File: src/rtl/hsc_pkg.sv
package hsc_pkg;
   typedef enum logic [1:0] {
      RSP_NAK   = 2'b00,
      RSP_DATA  = 2'b01,
      RSP_STALL = 2'b10
   } rsp_kind_e;
endpackage

File: src/rtl/hsc_change_bit.sv
// One change bit: a pending stage that collects events and a sticky
// reported stage loaded at the frame sample strobe.
module hsc_change_bit (
   input  logic clk,
   input  logic rst_n,
   input  logic evt_i,
   input  logic clr_i,
   input  logic sample_i,
   output logic rep_o
);
   logic pend_q;
   logic rep_q;

   always_ff @(posedge clk) begin
      if (!rst_n) begin
         pend_q <= 1'b0;
         rep_q  <= 1'b0;
      end else begin
         pend_q <= (pend_q & ~clr_i & ~sample_i) | evt_i;
         rep_q  <= (rep_q & ~clr_i) | (sample_i & pend_q & ~clr_i);
      end
   end

   assign rep_o = rep_q;
endmodule

File: src/rtl/hsc_change_map.sv
// Full bitmap: live cells for the hub and each port, constant zero above.
module hsc_change_map #(
   parameter int NUM_BITS = 5,
   parameter int DATA_W   = 8
) (
   input  logic                clk,
   input  logic                rst_n,
   input  logic [NUM_BITS-1:0] evt_i,
   input  logic [NUM_BITS-1:0] clr_i,
   input  logic                sample_i,
   output logic [DATA_W-1:0]   map_o
);
   for (genvar b = 0; b < DATA_W; b++) begin : g_bit
      if (b < NUM_BITS) begin : g_live
         hsc_change_bit u_cell (
            .clk      (clk),
            .rst_n    (rst_n),
            .evt_i    (evt_i[b]),
            .clr_i    (clr_i[b]),
            .sample_i (sample_i),
            .rep_o    (map_o[b])
         );
      end else begin : g_resv
         assign map_o[b] = 1'b0;
      end
   end
endmodule

File: src/rtl/hsc_responder.sv
// Handshake decision, registered one cycle after the token.
module hsc_responder #(
   parameter int DATA_W = 8
) (
   input  logic              clk,
   input  logic              rst_n,
   input  logic [DATA_W-1:0] map_i,
   input  logic              in_tok_i,
   input  logic              stall_i,
   input  logic              cfg_i,
   output logic              valid_o,
   output hsc_pkg::rsp_kind_e kind_o,
   output logic [DATA_W-1:0] data_o
);
   import hsc_pkg::*;

   rsp_kind_e         kind_d;
   logic [DATA_W-1:0] data_d;

   always_comb begin
      kind_d = RSP_NAK;
      data_d = '0;
      if (stall_i) begin
         kind_d = RSP_STALL;
      end else if (cfg_i && (|map_i)) begin
         kind_d = RSP_DATA;
         data_d = map_i;
      end
   end

   always_ff @(posedge clk) begin
      if (!rst_n) begin
         valid_o <= 1'b0;
         kind_o  <= RSP_NAK;
         data_o  <= '0;
      end else begin
         valid_o <= in_tok_i;
         kind_o  <= in_tok_i ? kind_d : RSP_NAK;
         data_o  <= in_tok_i ? data_d : '0;
      end
   end
endmodule

File: src/rtl/hsc_intr_ep.sv
module hsc_intr_ep #(
   parameter int NUM_PORTS = 4,
   parameter int DATA_W    = 8
) (
   input  logic                 clk,
   input  logic                 rst_n,
   input  logic                 hub_chg_i,
   input  logic [NUM_PORTS-1:0] port_chg_i,
   input  logic                 eof_sample_i,
   input  logic                 configured_i,
   input  logic                 ep_stall_i,
   input  logic                 in_tok_i,
   input  logic [NUM_PORTS:0]   clr_chg_i,
   output logic                 rsp_valid_o,
   output logic [1:0]           rsp_kind_o,
   output logic [DATA_W-1:0]    rsp_data_o
);
   localparam int NUM_BITS = NUM_PORTS + 1;

   if (NUM_PORTS < 1 || NUM_BITS > DATA_W) begin : g_bad_cfg
      $error("hsc_intr_ep: NUM_PORTS+1 must fit in DATA_W and be at least 2");
   end

   logic [NUM_BITS-1:0] evt_w;
   logic [DATA_W-1:0]   report_q;
   hsc_pkg::rsp_kind_e  kind_w;

   assign evt_w = {port_chg_i, hub_chg_i};

   hsc_change_map #(.NUM_BITS(NUM_BITS), .DATA_W(DATA_W)) u_map (
      .clk      (clk),
      .rst_n    (rst_n),
      .evt_i    (evt_w),
      .clr_i    (clr_chg_i),
      .sample_i (eof_sample_i),
      .map_o    (report_q)
   );

   hsc_responder #(.DATA_W(DATA_W)) u_rsp (
      .clk      (clk),
      .rst_n    (rst_n),
      .map_i    (report_q),
      .in_tok_i (in_tok_i),
      .stall_i  (ep_stall_i),
      .cfg_i    (configured_i),
      .valid_o  (rsp_valid_o),
      .kind_o   (kind_w),
      .data_o   (rsp_data_o)
   );

   assign rsp_kind_o = kind_w;
endmodule

File: config.mk
export PLATFORM = sky130hd
export DESIGN_NAME = hsc_intr_ep
export DESIGN_NICKNAME = d
export VERILOG_FILES = /design/src/rtl/hsc_pkg.sv /design/src/rtl/hsc_change_bit.sv /design/src/rtl/hsc_change_map.sv /design/src/rtl/hsc_responder.sv /design/src/rtl/hsc_intr_ep.sv
export SDC_FILE = /design/constraint.sdc
export NUM_CORES = 1
export LEC_CHECK = 0
export BUFFER_PORTS_ARGS = -buffer_cell sky130_fd_sc_hd__buf_4
export CORE_UTILIZATION = 30
export CTS_CLUSTER_SIZE = 8
export DETAILED_ROUTE_END_ITERATION = 7
export PLACE_DENSITY = 0.52
export SKIP_CTS_REPAIR_TIMING = 1
export SLEW_MARGIN = 20
export SYNTH_ARGS = -nofsm -noshare
export SYNTH_HDL_FRONTEND = slang
export SYNTH_SLANG_ARGS = --single-unit
export TNS_END_PERCENT = 1
File: constraint.sdc
create_clock -name clk -period 2.97 [get_ports clk]
set_input_delay 0.594 -clock clk [delete_from_list [all_inputs] [get_ports clk]]
set_output_delay 0.594 -clock clk [all_outputs]
set_load 0.02 [all_outputs]
==> summary.md <==
| Metric | Value |
|---|---|
| Area delta synth->final | 35.9% |
| Count leader, synth | dfxtp_1 |
| Drt pass-1 iters | 2 |
| Top cells by area, synth | dfxtp_1 60%, nor3b_1 12%, o21a_1 7.5% |
| CTS tree | yes |
| Slowest cell on crit path | dfxtp_1 |
| Largest family of logic cells by synthesized area | simple AND/OR/NAND/NOR gates |
| Post-synthesis sequential area ratio | 59.8% |
| Yosys cell types | 13 |
| Max stage delay on crit path | 0.31 ns |
| Clk_skew | 0.00605 ns |
| Placed cell area | 783 um^2 |
| Pre-CTS setup slack | 1.69 ns |
| Power per standard cell area | 534 nW/um^2 |
| Top delay family on crit path | flip-flops |
| Gpl congestion | 0.672 |
| H-tree depth | 1 |
| Nets | 95 |
| Worst path cell trace | buf_4 |
| Synth area leader | dfxtp_1 |
| Outcome | finished, final reports clean |
| Fin area | 820 um^2 |
| RSZ-0062 raised after global routing | no |
| Total GRT Usage | 10.2% |
| Post-synthesis async set-or-reset flop share | 0% |
| Final Critical Period | 1.33 ns |
| Synth top cells by count | 18 x dfxtp_1, 10 x nor3b_1, 6 x o21a_1, 5 x a21oi_1, 5 x and2_1 |
| Clock slew seen by the registers of the worst setup and hold paths | 0.10 ns |
| Vias/cell | 4.22 |
| Layout cells sized above 1 | 35.9% |
| Via Count | 435 |
| Post-Synthesis Cells | 54 |
| Clk root buf | clkbuf_4 |
| Primary FF master, synth | dfxtp_1 |
| Final setup fails | 0 |
| Post-synthesis adder-cell area fraction | 0% |
| Final Non-Filler Cells | 103 |
| Warnings from Yosys | 0 |
| DIE WIDTH | 46.8 um |
| Buf/Inv on CP | 1 |
| Crit Path Max Fanout | 1 |
| PortBufs | 23 |
| Share of the synthesized area in the top cell type | 59.8% |
| Grt total ovfl | 0 |
| Detail Route Antenna Nets | 0 |
| Setup TNS | 0 ns |
| Largest net degree at the start of global routing | 14 |
| Compound-cell area share of the yosys netlist | 11.6% |
| Rows | 15 |
| Final hold slack | 0.458 ns |
| Routed WL | 941 um |
| Clk sinks | 18 |
| Fillers | 196 |
| First-pass GRT wire length | 1520 um |
| Xor/xnor cell area share of the yosys netlist | 0% |
| Remaining DRCs | 0 |
| Final cycle utilization of the critical path | 44.9% |
| Simple-gate share of the synthesized area | 22.8% |
| Synthesized area per cell | 11.2 um^2 |
| VDD IR max | 0.321 mV |
| Vias in the first global route | 359 |
| Number of enable flip-flop cells after synthesis | 0 |
| Wirelength per Cell | 9.14 um |
| Initial antenna violation count | 0 |
| Worst setup margin | 1.64 ns |
| Mapped cell area | 603 um^2 |
| Drt initial violations | 5 |
| Static Leakage | 0.358 nW |
| Max Fclk | 751 MHz |
| Die area | 2190 um^2 |
| Endpoints failing hold | 0 |
| CP required | 2.38 ns |
| Height of the die | 46.8 um |
| CP Capture Type | output port |
| Slew Viols, Final | 0 |
| Dpl cells | 99 |
| Clk buf depth | 2 |
| IO Count | 27 |
| Arr. time, crit path | 0.74 ns |
| Initial Utilization | 33.5% |
| Mux contribution to synthesized area | 0% |
| Core area | 1800 um^2 |
| Seq cells post-synth | 18 |
| Setup crit start kind | flop |
| Num CTS Buffers | 3 |
| Hold Path Class | in2reg |
| Clk Latency, worst-skew pair | 0.29 ns |
| Max Cap Viol | 0 |
| Antenna Cells | 0 |
| Critical path class | reg2out |
-- metrics by stage --
| step | power, mW | utilization, % |
|---|---|---|
| after CTS | 0.443 | 45.5 |
| after global routing | 0.462 | 45.5 |
| after floorplan | 0.280 | - |
| after detailed placement | 0.297 | 43.5 |
| after global placement | 0.297 | 43.5 |
| final | 0.437 | 45.5 |
-- routing by layer --
metal  vias up  track usage (%)  wire [um]
met5         -                0          0
met4         0             3.43          6
met3         2             5.77         93
met2        17             15.3        395
met1       185             12.5        445
li1        231                -          -
-- final timing paths --
check	start	to	slack [ns]	cells past startpoint
hold / removal	clr_chg_i[0]	u_map.g_bit[0].g_live.u_cell.rep_o	0.46	2
hold reg to reg	u_map.g_bit[0].g_live.u_cell.rep_o	u_rsp.data_o[0]	0.50	1
setup / recovery	u_rsp.data_o[2]	rsp_data_o[2]	1.64	1
setup reg to reg	u_map.g_bit[4].g_live.u_cell.rep_o	u_rsp.kind_o[0]	1.84	2
-- layout by cell type, fill, tap and decap left out --
master	n
buf_4	23
and2_2	1
and2_1	5
or4_1	1
a21oi_1	5
nor3b_1	10
conb_1	3
and3_1	1
clkbuf_8	1
dfxtp_1	18
clkbuf_4	3
and4b_1	1
o21a_1	6
-- cells by family after synthesis --
logic type,Yosys count
compound gates,11
buf+inv,5
flops,18
other cells,1
simple gates,19
-- final cells by class --
type | instances | area, um^2 | share of cell area [%]
flip-flops and latches | 18 | 360 | 44.0
multi-input cells | 33 | 219 | 26.7
repair buffers | 23 | 173 | 21.1
clock buffers | 4 | 36.3 | 4.43
well taps | 25 | 31.3 | 3.82
-- sequential cells by signal (all words and copies together) (netlist names) --
name,flops
u_map.g_bit.g_live.u_cell.rep_o,5
u_rsp.kind_o,2
u_map.g_bit.g_live.u_cell.pend_q,5
u_rsp.data_o,5
u_rsp.valid_o,1
-- power breakdown --
group / internal (mW) / switching [mW]
clock: 0.0746 / 0.0710
combinational: 0.0230 / 0.0169
sequential: 0.249 / 0.00313
Note: power is estimated with default switching activity, not from simulation.
